File: src/rtl/rtg_pkg.sv
// Shared constants for the raster timing generator: register addresses,
// field positions and control bit positions.
package rtg_pkg;

    // Register addresses of the write port
    typedef enum logic [2:0] {
        ADR_H_SYNC_BP  = 3'd0,
        ADR_H_ACT_FP   = 3'd1,
        ADR_V_SYNC_BP  = 3'd2,
        ADR_V_ACT_FP   = 3'd3,
        ADR_DIVIDER    = 3'd4,
        ADR_LINE_CMP   = 3'd5,
        ADR_CONTROL    = 3'd6,
        ADR_IRQ_CLEAR  = 3'd7
    } rtg_addr_e;

    // Bit position of the upper field in a two-field timing word
    localparam int HI_FIELD_LSB = 16;

    // Control register bits
    localparam int CTL_VIDEO_EN = 0;
    localparam int CTL_IRQ_MSTR = 1;
    localparam int CTL_IRQ_FRM  = 2;

    // Index of each timing field in the staged field array
    localparam int F_HSYNC = 0;
    localparam int F_HBP   = 1;
    localparam int F_HACT  = 2;
    localparam int F_HFP   = 3;
    localparam int F_VSYNC = 4;
    localparam int F_VBP   = 5;
    localparam int F_VACT  = 6;
    localparam int F_VFP   = 7;
    localparam int N_FIELDS = 8;

endpackage

File: src/rtl/rtg_regs.sv
// Register file with frame-boundary staging.
// Writes land in holding registers. The working copy (timing fields,
// ratio, line compare and the run flag) is refreshed from the holding
// copy when the raster is idle or on the last pixel of a frame.
// Interrupt enables take effect at once. The clear strobe is combinational.
// Assumes TW <= 16 so two fields fit in one 32-bit word.
module rtg_regs
    import rtg_pkg::*;
#(
    parameter int TW = 12,
    parameter int DW = 8,
    parameter int PW = TW + 2
) (
    input  logic                          clk,
    input  logic                          rst_n,
    input  logic                          we,
    input  logic [2:0]                    addr,
    input  logic [31:0]                   wdata,
    input  logic                          frame_end,
    output logic [N_FIELDS-1:0][TW-1:0]   tim,
    output logic [DW-1:0]                 div_m1,
    output logic [PW-1:0]                 line_cmp,
    output logic                          run,
    output logic                          irq_mstr,
    output logic                          irq_frm,
    output logic                          irq_clr
);

    logic [N_FIELDS-1:0][TW-1:0] hold_tim;
    logic [DW-1:0]               hold_div;
    logic [PW-1:0]               hold_cmp;
    logic                        hold_ven;
    logic                        apply;
    rtg_addr_e                   sel;
    logic                        unused_wdata;

    assign sel          = rtg_addr_e'(addr);
    assign unused_wdata = ^wdata;

    // Working copy may be refreshed while idle or at the end of a frame
    assign apply = ~run | frame_end;

    // Holding registers and immediate control bits
    always_ff @(posedge clk) begin
        if (!rst_n) begin
            hold_tim <= '0;
            hold_div <= '0;
            hold_cmp <= '0;
            hold_ven <= 1'b0;
            irq_mstr <= 1'b0;
            irq_frm  <= 1'b0;
        end else if (we) begin
            case (sel)
                ADR_H_SYNC_BP: begin
                    hold_tim[F_HSYNC] <= wdata[TW-1:0];
                    hold_tim[F_HBP]   <= wdata[HI_FIELD_LSB +: TW];
                end
                ADR_H_ACT_FP: begin
                    hold_tim[F_HACT]  <= wdata[TW-1:0];
                    hold_tim[F_HFP]   <= wdata[HI_FIELD_LSB +: TW];
                end
                ADR_V_SYNC_BP: begin
                    hold_tim[F_VSYNC] <= wdata[TW-1:0];
                    hold_tim[F_VBP]   <= wdata[HI_FIELD_LSB +: TW];
                end
                ADR_V_ACT_FP: begin
                    hold_tim[F_VACT]  <= wdata[TW-1:0];
                    hold_tim[F_VFP]   <= wdata[HI_FIELD_LSB +: TW];
                end
                ADR_DIVIDER:  hold_div <= wdata[DW-1:0];
                ADR_LINE_CMP: hold_cmp <= wdata[PW-1:0];
                ADR_CONTROL: begin
                    hold_ven <= wdata[CTL_VIDEO_EN];
                    irq_mstr <= wdata[CTL_IRQ_MSTR];
                    irq_frm  <= wdata[CTL_IRQ_FRM];
                end
                default: ;
            endcase
        end
    end

    // Working copy, loaded only at a frame boundary or while idle
    always_ff @(posedge clk) begin
        if (!rst_n) begin
            tim      <= '0;
            div_m1   <= '0;
            line_cmp <= '0;
            run      <= 1'b0;
        end else if (apply) begin
            tim      <= hold_tim;
            div_m1   <= hold_div;
            line_cmp <= hold_cmp;
            run      <= hold_ven;
        end
    end

    // Write-one clear strobe for the interrupt flag
    assign irq_clr = we && (sel == ADR_IRQ_CLEAR) && wdata[0];

endmodule

File: src/rtl/rtg_clkdiv.sv
// Integer pixel-clock enable generator.
// Produces one enable pulse every (div_m1 + 1) cycles while run is high.
// The count restarts from zero whenever run is low, so the first pulse
// of a frame comes div_m1 cycles after the frame starts.
module rtg_clkdiv #(
    parameter int DW = 8
) (
    input  logic          clk,
    input  logic          rst_n,
    input  logic          run,
    input  logic [DW-1:0] div_m1,
    output logic          ce
);

    logic [DW-1:0] cnt;
    logic          wrap;

    assign wrap = (cnt == div_m1);

    // Cycle counter within one pixel period
    always_ff @(posedge clk) begin
        if (!rst_n || !run) begin
            cnt <= '0;
        end else if (wrap) begin
            cnt <= '0;
        end else begin
            cnt <= cnt + 1'b1;
        end
    end

    assign ce = run & wrap;

endmodule

File: src/rtl/rtg_axis.sv
// One raster axis: a position counter that runs through sync, back porch,
// active and front porch, then wraps. All lengths come in as count minus one.
// The position is held at zero while run is low and advances on step.
module rtg_axis #(
    parameter int TW = 12,
    parameter int PW = TW + 2
) (
    input  logic          clk,
    input  logic          rst_n,
    input  logic          run,
    input  logic          step,
    input  logic [TW-1:0] sync_m1,
    input  logic [TW-1:0] bp_m1,
    input  logic [TW-1:0] act_m1,
    input  logic [TW-1:0] fp_m1,
    output logic [PW-1:0] pos,
    output logic          in_sync,
    output logic          in_act,
    output logic          at_last
);

    logic [PW-1:0] end_sync;
    logic [PW-1:0] end_bp;
    logic [PW-1:0] end_act;
    logic [PW-1:0] last_idx;

    // Region edges computed from the minus-one lengths
    always_comb begin
        end_sync = PW'(sync_m1) + PW'(1);
        end_bp   = end_sync + PW'(bp_m1) + PW'(1);
        end_act  = end_bp + PW'(act_m1) + PW'(1);
        last_idx = end_act + PW'(fp_m1);
    end

    assign at_last = (pos == last_idx);

    // Position counter with wrap at the end of the axis
    always_ff @(posedge clk) begin
        if (!rst_n || !run) begin
            pos <= '0;
        end else if (step) begin
            pos <= at_last ? '0 : pos + 1'b1;
        end
    end

    assign in_sync = run && (pos < end_sync);
    assign in_act  = run && (pos >= end_bp) && (pos < end_act);

endmodule

File: src/rtl/rtg_irq.sv
// Frame interrupt flag. It is set on the cycle after vsync rises when both
// enables are high, and cleared by the write-one strobe. Set wins over clear.
module rtg_irq (
    input  logic clk,
    input  logic rst_n,
    input  logic vsync,
    input  logic irq_mstr,
    input  logic irq_frm,
    input  logic clr,
    output logic pending
);

    logic vsync_q;
    logic set_evt;

    // Delayed vsync for edge detection
    always_ff @(posedge clk) begin
        if (!rst_n) vsync_q <= 1'b0;
        else        vsync_q <= vsync;
    end

    assign set_evt = vsync & ~vsync_q & irq_mstr & irq_frm;

    // Pending flag with set priority
    always_ff @(posedge clk) begin
        if (!rst_n)       pending <= 1'b0;
        else if (set_evt) pending <= 1'b1;
        else if (clr)     pending <= 1'b0;
    end

endmodule

File: src/rtl/raster_tgen.sv
// Programmable raster timing generator, top level.
// Combines the staged register file, the pixel-clock enable divider, one
// counter per axis (built by a generate loop), the line compare and the
// frame interrupt. Sync outputs are active high. Assumes every programmed
// length is at least one, which the minus-one encoding guarantees.
module raster_tgen
    import rtg_pkg::*;
#(
    parameter int  TW = 12,
    parameter int  DW = 8,
    localparam int PW = TW + 2
) (
    input  logic          clk,
    input  logic          rst_n,
    input  logic          cfg_we,
    input  logic [2:0]    cfg_addr,
    input  logic [31:0]   cfg_wdata,
    output logic          pix_ce,
    output logic          hsync,
    output logic          vsync,
    output logic          de,
    output logic [PW-1:0] h_pos,
    output logic [PW-1:0] v_pos,
    output logic          line_match,
    output logic          frame_irq
);

    localparam int N_AXES = 2;

    logic [N_FIELDS-1:0][TW-1:0] tim;
    logic [DW-1:0]               div_m1;
    logic [PW-1:0]               line_cmp;
    logic                        run;
    logic                        irq_mstr;
    logic                        irq_frm;
    logic                        irq_clr;
    logic                        frame_end;

    logic [PW-1:0] ax_pos  [N_AXES];
    logic          ax_sync [N_AXES];
    logic          ax_act  [N_AXES];
    logic          ax_last [N_AXES];
    logic          ax_step [N_AXES];

    rtg_regs #(.TW(TW), .DW(DW), .PW(PW)) u_regs (
        .clk       (clk),
        .rst_n     (rst_n),
        .we        (cfg_we),
        .addr      (cfg_addr),
        .wdata     (cfg_wdata),
        .frame_end (frame_end),
        .tim       (tim),
        .div_m1    (div_m1),
        .line_cmp  (line_cmp),
        .run       (run),
        .irq_mstr  (irq_mstr),
        .irq_frm   (irq_frm),
        .irq_clr   (irq_clr)
    );

    rtg_clkdiv #(.DW(DW)) u_div (
        .clk    (clk),
        .rst_n  (rst_n),
        .run    (run),
        .div_m1 (div_m1),
        .ce     (pix_ce)
    );

    // The horizontal axis steps on every pixel, the vertical on line wrap
    assign ax_step[0] = pix_ce;
    assign ax_step[1] = pix_ce & ax_last[0];

    // One counter per axis; axis g uses fields 4*g .. 4*g+3
    for (genvar g = 0; g < N_AXES; g++) begin : g_axis
        rtg_axis #(.TW(TW), .PW(PW)) u_axis (
            .clk     (clk),
            .rst_n   (rst_n),
            .run     (run),
            .step    (ax_step[g]),
            .sync_m1 (tim[4*g + 0]),
            .bp_m1   (tim[4*g + 1]),
            .act_m1  (tim[4*g + 2]),
            .fp_m1   (tim[4*g + 3]),
            .pos     (ax_pos[g]),
            .in_sync (ax_sync[g]),
            .in_act  (ax_act[g]),
            .at_last (ax_last[g])
        );
    end

    // Last pixel of the last line is the only staging point while running
    assign frame_end = pix_ce & ax_last[0] & ax_last[1];

    assign h_pos = ax_pos[0];
    assign v_pos = ax_pos[1];
    assign hsync = ax_sync[0];
    assign vsync = ax_sync[1];
    assign de    = ax_act[0] & ax_act[1];

    // Line compare: first pixel of the selected line, one enable wide
    assign line_match = pix_ce && (ax_pos[0] == '0) && (ax_pos[1] == line_cmp);

    rtg_irq u_irq (
        .clk      (clk),
        .rst_n    (rst_n),
        .vsync    (ax_sync[1]),
        .irq_mstr (irq_mstr),
        .irq_frm  (irq_frm),
        .clr      (irq_clr),
        .pending  (frame_irq)
    );

endmodule

File: config.mk
export PLATFORM = sky130hd
export DESIGN_NAME = raster_tgen
export DESIGN_NICKNAME = d
export VERILOG_FILES = /design/src/rtl/rtg_pkg.sv /design/src/rtl/rtg_regs.sv /design/src/rtl/rtg_clkdiv.sv /design/src/rtl/rtg_axis.sv /design/src/rtl/rtg_irq.sv /design/src/rtl/raster_tgen.sv
export SDC_FILE = /design/constraint.sdc
export NUM_CORES = 1
export LEC_CHECK = 0
export ABC_AREA = 0
export BUFFER_PORTS_ARGS = -buffer_cell sky130_fd_sc_hd__buf_2
export CAP_MARGIN = 20
export CORE_MARGIN = 2
export CORE_UTILIZATION = 55
export DETAILED_ROUTE_END_ITERATION = 10
export PLACE_DENSITY = 0.72
export SYNTH_ARGS = -nofsm -noshare
export SYNTH_HDL_FRONTEND = slang
export SYNTH_HIERARCHICAL = 1
export SYNTH_SLANG_ARGS = --single-unit
File: constraint.sdc
create_clock -name clk -period 7.9 [get_ports clk]
set_input_delay 2.37 -clock clk [delete_from_list [all_inputs] [get_ports clk]]
set_output_delay 2.37 -clock clk [all_outputs]
set_load 0.02 [all_outputs]
After elaboration in Yosys (flattened, before gate mapping):

Cells that the tools add are included.

* output and inout bits: 34
* word-level logic and storage cells: 99
* bits in registers: 278
* input port bits: 38

* add/sub/neg operators: 15
* equal/unequal tests: 11
* muxes and demuxes: 4
* magnitude comparators: 6
* reductions and logical operators: 24
* bitwise operators: 10

Operators by type and width (count)
* $add 14x1->14 const B: 6
* $add 14x12->14: 6
* $lt 14x14->1: 4
* $eq 14x14->1: 3
* $ge 14x14->1: 2
* $mux 14: 2
* $add 12x1->13 const B: 2
* $logic_not 14->1: 1
* $reduce_and 2->1: 7
* $eq 3x3->1 const B: 4
* $logic_and 1x1->1: 10
* $add 8x1->8 const B: 1
* $eq 8x8->1: 1
* $and 1x1->1: 7
* $eq 3x2->1 const B: 2
* $eq 3x1->1 const B: 1
* $logic_not 3->1: 1
* $logic_not 1->1: 2
* $mux 1: 2
* $not 1->1: 2
* $reduce_bool 2->1: 1
* $reduce_or 2->1: 1
* $logic_or 1x1->1: 1
* $or 1x1->1: 1

Depth between registers and ports, before layout:

Gate-level depths: netlist of run 1.

* word-level depth: 10
* gate-level depth with buffers: 35
* depth with buffers taken out: 34

By module:

Netlist of run 1, hierarchy kept.

Modules (own cells, without submodules)
* rtg_regs: area each 8305.5 um^2, seq. area each 4804.6 um^2, instances 1, cells each 955
* rtg_axis (g_axis[1].u_axis): area each 3818.7 um^2, seq. area each 280.3 um^2, instances 1, cells each 496
* rtg_axis (g_axis[0].u_axis): area each 3689.8 um^2, seq. area each 280.3 um^2, instances 1, cells each 478
* rtg_clkdiv: area each 470.5 um^2, seq. area each 160.2 um^2, instances 1, cells each 46
* raster_tgen: area each 211.5 um^2, seq. area each 0.0 um^2, instances 1, cells each 29
* rtg_irq: area each 68.8 um^2, seq. area each 40.0 um^2, instances 1, cells each 6

Worst setup path before layout of run 1:

No wires, ideal clock.

* path type: register to output
* start point: reg u_regs/tim[48] (netlist bit)
* end point: out de
* setup slack: 0.803 ns
* required time: 5.530 ns
* stages on the path, launching flop included: 25
* buffers on the path: 0
* data arrival time: 4.727 ns
* path through: dfxtp_1 ha_1 nand2_1 nor2_1 xor2_1 ha_1 a21o_1 a21o_2 a21oi_1 o21ai_0 xor2_1 ha_1 and3_1 a21boi_0 a41o_1 a211oi_1 xnor2_1 inv_1 ha_1 a21oi_1 nor2b_1 o311ai_0 and4b_1 o211a_1 and2_1

RTL lines
* from (decl): line rtg_regs.sv:20 `output logic [N_FIELDS-1:0][TW-1:0] tim,`
* from (signal assigned): line rtg_regs.sv:90 `tim <= hold_tim;`
* to (decl): line raster_tgen.sv:21 `output logic de,`

==> impl_results.md, run 1 <==
* Top_reg_cell synth: dfxtp_1
* Synthesized area per cell at 8.24 um2
* Total CTS buffers at 30
* Outcome: complete, no violations
* Worst r2r dst: u_regs/tim[66]$_SDFFE_PN0P_
* Die Width at 178 um
* Post-Route WL at 43,400 um
* Vias per cell at 5.76
* Max Root-Sink Buffers at 3
* # DRC at 0
* Slew Limit Fails at 0
* Peak Freq at 127 MHz
* EDFF count, synth at 0
* Lkg Pwr at 0.00792 uW
* Worst Max-Slew Pin Slew at 0.849 ns
* Arr. time, crit path at 5.48 ns
* Clk slew on worst S/H paths at 0.06 ns
* Syn Inst Count at 2,010
* Hold Fails Final Rpt at 0
* Synth area leader: dfxtp_1
* Synthesis-stage register bit count at 278
* Site row count at 63
* CP Capture Type: output port
* Final setup fails at 0
* Number of global-route vias before repair at 13,100
* DR vias at 14,300
* Fraction of registers with async set or reset after synthesis at 0
* Worst R2R Path Depth at 33
* Pwr per Cell Area at 165 nW/um2
* Synth Cell Area at 16,600 um2
* # clock sinks at 278
* # IOs at 72
* Ant diodes at 0
* Metal3 WL at 2910 um
* Hold EP: u_regs/tim[60]$_SDFFE_PN0P_
* Placed cell count at 2,400
* Clock Skew at 0.0207 ns
* CP Max Fanout at 3
* Fraction of layout cells with a size suffix above 1 at 0.130
* Initial DRC count at 1,123
* Area share of the largest cell type after synthesis at 0.336
* First-pass GRT wire length at 68,300 um
* Req. time, crit path at 5.53 ns
* Hold crit path type: flip-flop to flip-flop
* Nets at 2,286
* H-tree depth at 1
* Max_cap viols at 0
* Setup CP Type: flip-flop to output port
* Synth unique cells at 81
* Wirelength per Cell at 17.4 um
* Yosys warning count at 6
* Met2 Routed Length at 19,100 um
* Gr ovfl total at 0
* Routability-driven placement congestion ratio at 0.865
* RSZ-0062 raised after global routing: true
* TritonCTS clock tree: done
* Fin area at 19,000 um2
* Peak supply drop at 0.206 mV
* Hold path start: u_regs/tim[60]$_SDFFE_PN0P_
* Met1 WL at 20,500 um
* Synth Net Count at 2,219
* R2r startpoint: u_regs/tim[49]$_SDFFE_PN0P_
* Initial antenna violation count at 0
* Area Growth Syn to Fin at 15.0%
* Crit path time final at 7.85 ns
* DRT antenna net count at 0
* Core area at 29,600 um2
* Initial Utilization at 0.559
* Port-buffer cells at 65
* Critical path's slowest cell: a2111o_1
* Global Route Usage Sum at 0.269
* Clk Latency, worst-skew pair at 0.56 ns
* Die Y at 178 um
* Largest cells by area after synthesis: dfxtp_1 34%, ha_1 12%, nand2_1 7.6%, a21boi_0 5.5%, nand3_1 4.6%
* R2R setup slack at 0.89 ns
* Hold_buf cts at 0
* CP dominant cell by count: buf_4
* Drt pass-1 iters at 5
* Die area at 31,500 um2
* Largest net degree at the start of global routing at 130
* Startpoint types: flip-flop
* Final Non-Filler Cells at 2,490
* Worst slew margin at 0.434
* Top-count cell post-synth: nand2_1
* Post-route clock period utilization at 0.994
* DPL Wire Length at 30,800 um
* Root Buffer: clkbuf_16
* Hold Path Stages at 2
* Largest stage delay, worst path at 0.43 ns
* Top layer in use: met4
* Top cells by count, synth: 335 x nand2_1, 278 x dfxtp_1, 165 x ha_1
* DP Area at 17,300 um2
* Seq/Total Area, Yosys at 0.336
[layout make-up]
cell class                      count  area [um2]
Multi-Input combinational cell   1528       10600
Fill cell                        2577       10600
Sequential cell                   278        5590
Timing Repair Buffer              125         866
Clock buffer                       42         856
Tap cell                          390         488
Inverter                          114         428
Clock inverter                     13         223
[state kept, by name, indices dropped and copies added (netlist names)]
signal / cells
u_regs/div_m1: 8
g_axis.u_axis/pos: 28
u_regs/tim: 96
u_regs/run: 1
u_irq/pending: 1
u_regs/hold_div: 8
u_regs/hold_ven: 1
u_div/cnt: 8
u_regs/irq_frm: 1
u_irq/vsync_q: 1
u_regs/hold_tim: 96
u_regs/line_cmp: 14
u_regs/hold_cmp: 14
u_regs/irq_mstr: 1
[cell usage in the layout (no fill, tap or decap), types with 6 or more instances in the layout]
cell / count
xnor2_2: 8
and3_1: 18
nor4_1: 10
dfxtp_1: 271
ha_4: 6
o211ai_1: 6
o21bai_1: 8
and2_1: 7
buf_4: 54
clkbuf_16: 30
nor3_1: 23
clkbuf_1: 6
nor2b_1: 12
xnor2_1: 58
or3_1: 7
o21ai_1: 27
a21o_1: 27
a211oi_1: 9
nor2_1: 60
nand2b_1: 13
buf_2: 63
a21oi_2: 9
inv_1: 114
nand4_1: 27
a21oi_1: 56
ha_1: 159
clkbuf_8: 6
a21boi_0: 122
o21a_1: 26
a31o_2: 7
o21ai_0: 128
nand3_1: 149
nand2_1: 333
xor2_1: 78
[critical path: cells and delay by family (launching register included)]
kind / cells / cell delay (ns)
adder cells (fa/ha/maj): 4 / 0.94
XOR/XNOR: 3 / 0.57
AND/OR/NAND/NOR: 6 / 0.71
flip-flops: 1 / 0.38
AO/OA/AOI/OAI: 9 / 1.72
buffers and inverters: 4 / 0.58
[how the worst max path moves through the flow]
| stage | start | to | slack, ns | cells after the start |
|---|---|---|---|---|
| after CTS | u_regs/tim[49]$_SDFFE_PN0P_ | de | 0.003 | 27 |
| after floorplan | u_regs/tim[48]$_SDFFE_PN0P_ | de | 0.80 | 24 |
| after global routing | u_regs/tim[49]$_SDFFE_PN0P_ | de | -0.19 | 26 |
| final | u_regs/tim[49]$_SDFFE_PN0P_ | de | 0.05 | 26 |
| after global placement | u_regs/tim[0]$_SDFFE_PN0P_ | de | 0.21 | 24 |
| after detailed placement | u_regs/tim[0]$_SDFFE_PN0P_ | de | 0.11 | 25 |
[per-layer routing]
layer	vias up	track usage
li1	7150	-
met1	6760	0.389
met2	373	0.419
met3	58	0.0431
met4	0	0.0649
met5	-	0
[cell families (layout without fill, tap and decap cells)]
logic type,after synthesis,after routing,share of synthesized area
AOI/OAI and AO/OA,492,492,0.195
xor gates and xnor gates,150,150,0.0820
adders and majority gates,171,171,0.132
buffers and inverters,204,294,0.0487
DFF,278,278,0.336
muxes,6,6,0.00461
and+or+nand+nor,709,709,0.201
[metrics by stage]
stage	util	setup TNS, ns	worst slack (ns)	total power [uW]	hold slack, ns
after floorplan	-	0	0.803	1600	0.439
after global placement	0.582	0	0.213	1660	0.448
after detailed placement	0.583	0	0.109	1670	0.454
after CTS	0.629	0	0.00344	3160	0.459
after global routing	0.643	-0.194	-0.194	3250	0.481
final	0.643	0	0.0496	3150	0.463
[report_power, final]
part           switching [uW]  leakage, uW  internal (uW)
clock network             582     0.000524            921
logic                     132      0.00514           78.5
registers                14.7      0.00225           1420
[timing repair]
| item | CTS | global route |
|---|---|---|
| buffers inserted | 17 | 17 |
| gates resized for setup | 40 | 52 |
| setup endpoints to repair | 1 | 1 |
| gates cloned | 0 | 0 |
| pin swaps | 15 | 39 |
No activity file was read; power rests on OpenSTA's default activity.
==> run 2: changes to the inputs <==
- CORE_ASPECT_RATIO: not set -> 1.75
==> run 2 against run 1 <==
Effect of this change: clock power decreased by 16%; worst hold slack got worse by 0.00062 ns; non-clock buffer count up 43; die area rose by 0.17%; final cell count rose by 1.4%; routed wire length up 10%; total power decreased by 7.5%; critical endpoint unchanged; highest routed layer is now met5.
==> impl_results.md, run 2 (synthesis results as in run 1) <==
* Outcome: complete, no violations
* # DRC at 0 (unchanged)
* Req. time, crit path at 5.53 ns (about the same)
* Fraction of layout cells with a size suffix above 1 at 0.160 (+0.0296)
* Critical path origin: u_regs/tim[3]$_SDFFE_PN0P_
* Logic pwr share at 0.075 (+0.008)
* Routability-driven placement congestion ratio at 0.933 (+7.9%)
* Clk slew on worst S/H paths at 0.07 ns (about the same)
* Worst R2R Path Depth at 30 (-9.1%)
* Clk Latency, worst-skew pair at 0.55 ns (about the same)
* Total CTS buffers at 26 (-13%)
* # clock sinks at 278 (unchanged)
* Met3 GRT Util at 0.0326 (-0.0105)
* Core area at 29,800 um2 (+0.71%)
* Setup CP Type: flip-flop to output port
* Met2 global-route usage at 0.562 (+0.143)
* Reg power frac at 0.493 (+0.037)
* Worst Max-Slew Pin Slew at 0.743 ns (-0.106 ns)
* Hold_buf cts at 0 (unchanged)
* Switching power at 711 uW (-2.5%)
* DR vias at 14,700 (+2.5%)
* Nets at 2,325 (+1.7%)
* Wirelength per Cell at 18.9 um (+8.6%)
* TritonCTS clock tree: done
* Area Growth Syn to Fin at 16.7%
* Pwr Total at 2910 uW (-7.5%)
* Top Usage Layer GRT: met2
* Hold EP: u_regs/tim[72]$_SDFFE_PN0P_
* Slew Limit Fails at 0 (unchanged)
* Site row count at 84 (+33%)
* Drt pass-1 iters at 5 (unchanged)
* Final setup fails at 0 (unchanged)
* Max_cap viols at 0 (unchanged)
* Worst r2r dst: u_regs/tim[40]$_SDFFE_PN0P_
* DRT antenna net count at 0 (unchanged)
* R2R setup slack at 0.64 ns (-0.25 ns)
* Startpoint types: flip-flop
* Clock share of power at 0.433 (-0.044)
* Clock Skew at 0.0205 ns (-0.000184 ns)
* Commonest non-fill, non-tap cell in the layout: nand2_1
* Hold Fails Final Rpt at 0 (unchanged)
* Die Width at 135 um (-24%)
* Post-layout util at 0.648 (+0.00528)
* Hold path start: u_regs/tim[72]$_SDFFE_PN0P_
* Hold Path Stages at 2 (unchanged)
* Peak Freq at 129 MHz (+0.96%)
* Post-Route WL at 47,800 um (+10%)
* Global Route Usage Sum at 0.293 (+0.0233)
* First-pass GRT wire length at 72,200 um (+5.6%)
* Vias per cell at 5.83 (+1.2%)
* # IOs at 72 (unchanged)
* Initial antenna violation count at 4 (+4)
* GR Util met1 at 0.291 (-0.0977)
* Final Non-Filler Cells at 2,524 (+1.4%)
* H-tree depth at 1 (unchanged)
* Most frequent cells in the layout: 332 x nand2_1, 267 x dfxtp_1, 152 x ha_1, 146 x nand3_1, 127 x o21ai_0
* Number of global-route vias before repair at 14,100 (+7.2%)
* Port-buffer cells at 65 (unchanged)
* Worst slew margin at 0.505 (+0.0707)
* Die Y at 234 um (+32%)
* Initial DRC count at 703 (-37%)
* Peak supply drop at 0.159 mV (-23%)
* Sw frac at 0.244 (+0.0124)
* Gr ovfl total at 0 (unchanged)
* Lkg Pwr at 0.00802 uW (+1.4%)
* Pwr per Cell Area at 151 nW/um2 (-8.9%)
* Arr. time, crit path at 5.41 ns (-0.07 ns)
* Initial Utilization at 0.555 (-0.00394)
* R2r startpoint: u_regs/tim[48]$_SDFFE_PN0P_
* Fillers at 2,561 (-0.62%)
* Max Root-Sink Buffers at 3 (unchanged)
* Worst slack at placement at -0.207 ns (-0.316 ns)
* DPL Wire Length at 34,800 um (+13%)
* Largest regs: u_regs/hold_tim: 96 flops, u_regs/tim: 96 flops, g_axis.u_axis/pos: 28 flops
* Post-route clock period utilization at 0.984 (-0.00945)
* Die area at 31,600 um2 (+0.17%)
* Placed cell count at 2,446 (+1.9%)
* Hold crit path type: flip-flop to flip-flop
* CP Max Fanout at 5 (+2)
* Final worst setup slack at 0.124 ns (+0.0747 ns)
* Root Buffer: clkbuf_16
* Int Pwr at 2200 uW (-9.0%)
* Crit path time final at 7.78 ns (-0.0747 ns)
* CP Capture Type: output port
* Largest net degree at the start of global routing at 173 (+33%)
run 2: cell types whose count changed in the layout (fill, tap and decap cells not counted), sizes merged:
cell,before,now
clkinvlp,1,2
diode,0,1
inv,114,116
clkbuf,42,36
bufinv,5,1
buf,125,168
run 2: routing by layer:
metal,up-vias,routed length (um)
met5,-,37
met4,6,3500
met3,148,1660
met2,338,25300
met1,7004,17300
li1,7209,-
run 2: worst max-delay path by stage:
stage | slack [ns] | endpoint | cells after the start
finish | 0.12 | de | 20
global route | -0.06 | de | 27
floorplan | 0.80 | de | 24
detailed placement | -0.21 | de | 24
CTS | 0.006 | de | 26
global placement | -0.28 | de | 24
run 2: cell type report:
class                           instances  area [um2]  area share
Antenna cell                            1        2.50    0.000129
Clock inverter                         12         103     0.00531
Tap cell                              387         484      0.0250
Clock buffer                           36         749      0.0388
Inverter                              114         428      0.0221
Multi-Input combinational cell       1528       10800       0.559
Sequential cell                       278        5600       0.289
Timing Repair Buffer                  168        1170      0.0606
run 2: worst max-delay path, stage by stage, from the launching register on:
cell       delay, ns
dfxtp_4         0.37
buf_4           0.12
nand4_1         0.18
nor3_1          0.54
nand2_1         0.14
xnor2_1         0.26
ha_1            0.36
a31oi_2         0.23
xnor2_1         0.11
ha_1            0.38
and3_4          0.23
o31ai_4         0.08
a22o_1          0.21
o22a_1          0.24
ha_4            0.28
a2111oi_4       0.39
o221ai_2        0.15
a21oi_2         0.16
buf_4           0.14
and2_4          0.16
buf_6           0.11
run 2: per-stage QoR:
stage	setup TNS [ns]	instance area [um2]	hold WS (ns)
floorplan	0	16600	0.439
global placement	-0.276	17600	0.448
detailed placement	-0.207	17600	0.456
CTS	0	18800	0.466
global route	-0.0633	19300	0.483
finish	0	19300	0.462
run 2: power groups by stage:
stage | sequential [uW] | combinational (uW) | clock [uW]
after detailed placement | 1470 | 208 | 0
after global placement | 1470 | 203 | 0
after global routing | 1440 | 237 | 1330
after floorplan | 1460 | 140 | 0
after CTS | 1440 | 212 | 1280
final | 1440 | 218 | 1260
run 2: what timing repair did:
action	in CTS	in global routing
setup buffers	16	14
gates cloned	0	0
endpoints found under the setup margin	1	1
resized for setup	59	74
pin swaps	25	45
==> run 3: changes to the inputs <==
- CORE_MARGIN: 2 -> not set
- RECOVER_POWER: not set -> 100
==> run 3 against run 2 <==
Effect of this change: the flow now finishes with violations (capacitance limit, slew limit, setup timing); final cell count unchanged; clock skew decreased by 0.010 ns; sequential share of layout area decreased by 0.53 points; critical path type unchanged; critical endpoint unchanged; highest routed layer unchanged.
==> impl_results.md, run 3 (synthesis results as in run 1) <==
* Req. time, crit path at 5.53 ns (about the same)
* Worst R2R Path Depth at 33 (+10%)
* Sw frac at 0.235 (-0.00874)
* Port-buffer cells at 65 (unchanged)
* Post-Route WL at 48,100 um (+0.70%)
* Post-route clock period utilization at 1.00 (+0.0162)
* Failing checks: capacitance limit, slew limit, setup timing
* Reg power frac at 0.477 (-0.016)
* Gr ovfl total at 0 (unchanged)
* Pwr Total at 3010 uW (+3.3%)
* Die Y at 232 um (-0.86%)
* Final setup fails at 1 (+1)
* Die Width at 133 um (-1.5%)
* Clock Skew at 0.0105 ns (-0.00999 ns)
* Area Growth Syn to Fin at 18.8%
* Most frequent cells in the layout: 331 x nand2_1, 268 x dfxtp_1, 147 x o21ai_0, 146 x nand3_1, 146 x ha_1
* Core area at 29,500 um2 (-1.2%)
* Switching power at 708 uW (-0.35%)
* Worst slew margin at -1.90 (-2.40)
* Crit path time final at 7.90 ns (+0.128 ns)
* R2r startpoint: u_regs/tim[48]$_SDFFE_PN0P_
* Clk Latency, worst-skew pair at 0.54 ns (about the same)
* Worst Max-Slew Pin Slew at 4.35 ns (+3.61 ns)
* Setup CP Type: flip-flop to output port
* Initial antenna violation count at 2 (-2)
* Total CTS buffers at 26 (unchanged)
* DR vias at 14,800 (+0.35%)
* Initial Utilization at 0.562 (+0.00669)
* Worst r2r dst: u_regs/tim[3]$_SDFFE_PN0P_
* # clock sinks at 278 (unchanged)
* CP Max Fanout at 6 (+1)
* First-pass GRT wire length at 72,400 um (+0.32%)
* Root Buffer: clkbuf_16
* Global Route Usage Sum at 0.302 (+0.00903)
* Wirelength per Cell at 19.1 um (+0.70%)
* Fraction of layout cells with a size suffix above 1 at 0.161 (+0.00103)
* R2R setup slack at 0.49 ns (-0.15 ns)
* Slew Limit Fails at 116 (+116)
* H-tree depth at 1 (unchanged)
* Max_cap viols at 1 (+1)
* RSZ-0062 raised after global routing: true
* Site row count at 83 (-1.2%)
* Final Non-Filler Cells at 2,524 (unchanged)
* Drt pass-1 iters at 5 (unchanged)
* # DRC at 0 (unchanged)
* Hold Path Stages at 2 (unchanged)
* # IOs at 72 (unchanged)
* CP Capture Type: output port
* Die area at 30,800 um2 (-2.3%)
* Clk slew on worst S/H paths at 0.07 ns (about the same)
* Max Root-Sink Buffers at 3 (unchanged)
* Hold crit path type: flip-flop to flip-flop
* Hold path start: u_regs/hold_tim[0]$_SDFFE_PN0P_
* Logic pwr share at 0.075 (about the same)
* Hold Fails Final Rpt at 0 (unchanged)
* Routability-driven placement congestion ratio at 0.940 (+0.75%)
* Nets at 2,331 (+0.26%)
* Arr. time, crit path at 5.53 ns (+0.12 ns)
* DPL Wire Length at 34,600 um (-0.43%)
* Critical path origin: u_regs/tim[3]$_SDFFE_PN0P_
* Clock share of power at 0.448 (+0.015)
* Final worst setup slack at -0.00407 ns (-0.128 ns)
* Startpoint types: flip-flop
* Pwr per Cell Area at 153 nW/um2 (+1.5%)
* Peak Freq at 127 MHz (-1.6%)
* Hold EP: u_regs/tim[0]$_SDFFE_PN0P_
* Initial DRC count at 715 (+1.7%)
* Placed cell count at 2,444 (-0.082%)
* Peak supply drop at 0.176 mV (+11%)
* Outcome: complete, but fails checks
* Largest net degree at the start of global routing at 124 (-28%)
* Largest regs: u_regs/hold_tim: 96 flops, u_regs/tim: 96 flops, g_axis.u_axis/pos: 28 flops
* DRT antenna net count at 0 (unchanged)
* TritonCTS clock tree: done
* Vias per cell at 5.85 (+0.35%)
* Int Pwr at 2300 uW (+4.5%)
* Lkg Pwr at 0.00804 uW (+0.20%)
* Commonest non-fill, non-tap cell in the layout: nand2_1
* Number of global-route vias before repair at 14,100 (+0.55%)
-- run 3: cell count changes in the layout (fill, tap and decap cells not counted), moves of 4 or more --
cell / change
xnor2_1: -5
o21ai_0: +20
clkinv_2: -4
o21ai_1: -23
clkbuf_1: +21
ha_4: +6
buf_2: -18
ha_1: -6
-- run 3: critical path, cell delays in order (launching register included) --
cell	delay, ns
dfxtp_2	0.47
nand3_1	0.24
nor2_4	0.20
xor2_4	0.21
ha_4	0.24
a21oi_2	0.15
nand2_1	0.10
o21ai_1	0.13
nand2b_1	0.11
xor2_2	0.19
ha_1	0.31
and3_4	0.18
o21ai_0	0.09
o21ai_2	0.23
a21oi_2	0.12
o21ai_2	0.17
xor2_2	0.22
ha_4	0.24
a21o_1	0.18
a2111oi_4	0.36
buf_4	0.18
o221ai_2	0.08
a21oi_2	0.16
buf_4	0.14
and2_4	0.15
buf_6	0.11
-- run 3: metal layers --
layer / part of all wire / global-route usage / vias to the layer above
met5: 0.00021 / 0 / -
met2: 0.53 / 0.577 / 373
met1: 0.36 / 0.303 / 7011
li1: - / - / 7210
met4: 0.077 / 0.208 / 2
met3: 0.035 / 0.0300 / 160
-- run 3: layout make-up --
class	count	area (um2)
diodes	1	2.50
repair buffers	174	1210
flip-flops and latches	278	5590
clock inverters	12	178
multi-input cells	1528	11000
well taps	382	478
clock buffers	35	746
inverters	114	428
fillers	2503	9810
-- run 3: through the flow --
| step | cell area (um2) | hold slack, ns | worst slack (ns) | TNS, ns | util |
|---|---|---|---|---|---|
| 2_1_floorplan | 16600 | 0.439 | 0.803 | 0 | - |
| 3_3_place_gp | 17600 | 0.447 | 0.0518 | 0 | 0.598 |
| 3_5_place_dp | 17700 | 0.454 | -0.0434 | -0.0434 | 0.599 |
| 4_1_cts | 19000 | 0.462 | 0.0000138 | 0 | 0.643 |
| 5_1_grt | 19700 | 0.485 | -0.215 | -0.215 | 0.667 |
| 6_report | 19700 | 0.463 | -0.00407 | -0.00407 | 0.667 |
-- run 3: power by group through the flow --
stage / Sequential [uW] / Combinational [uW] / Clock (uW)
after floorplan: 1460 / 140 / 0
after global placement: 1470 / 204 / 0
after detailed placement: 1470 / 208 / 0
after CTS: 1440 / 213 / 1370
after global routing: 1440 / 245 / 1430
final: 1440 / 225 / 1350
-- run 3: worst max path at each step --
stage | slack (ns) | cells after the start | to
6_report | -0.004 | 25 | de
5_1_grt | -0.22 | 26 | de
4_1_cts | 0.00001 | 27 | de
3_5_place_dp | -0.04 | 23 | de
3_3_place_gp | 0.05 | 25 | de
2_1_floorplan | 0.80 | 24 | de
-- run 3: timing repair --
item / CTS / global route
hold buffers: 0 / 0
endpoints found under the setup margin: 1 / 5
endpoints found under the hold margin: 0 / 0
gates resized for setup: 61 / 104
setup buffers: 14 / 17
pin swaps: 20 / 65
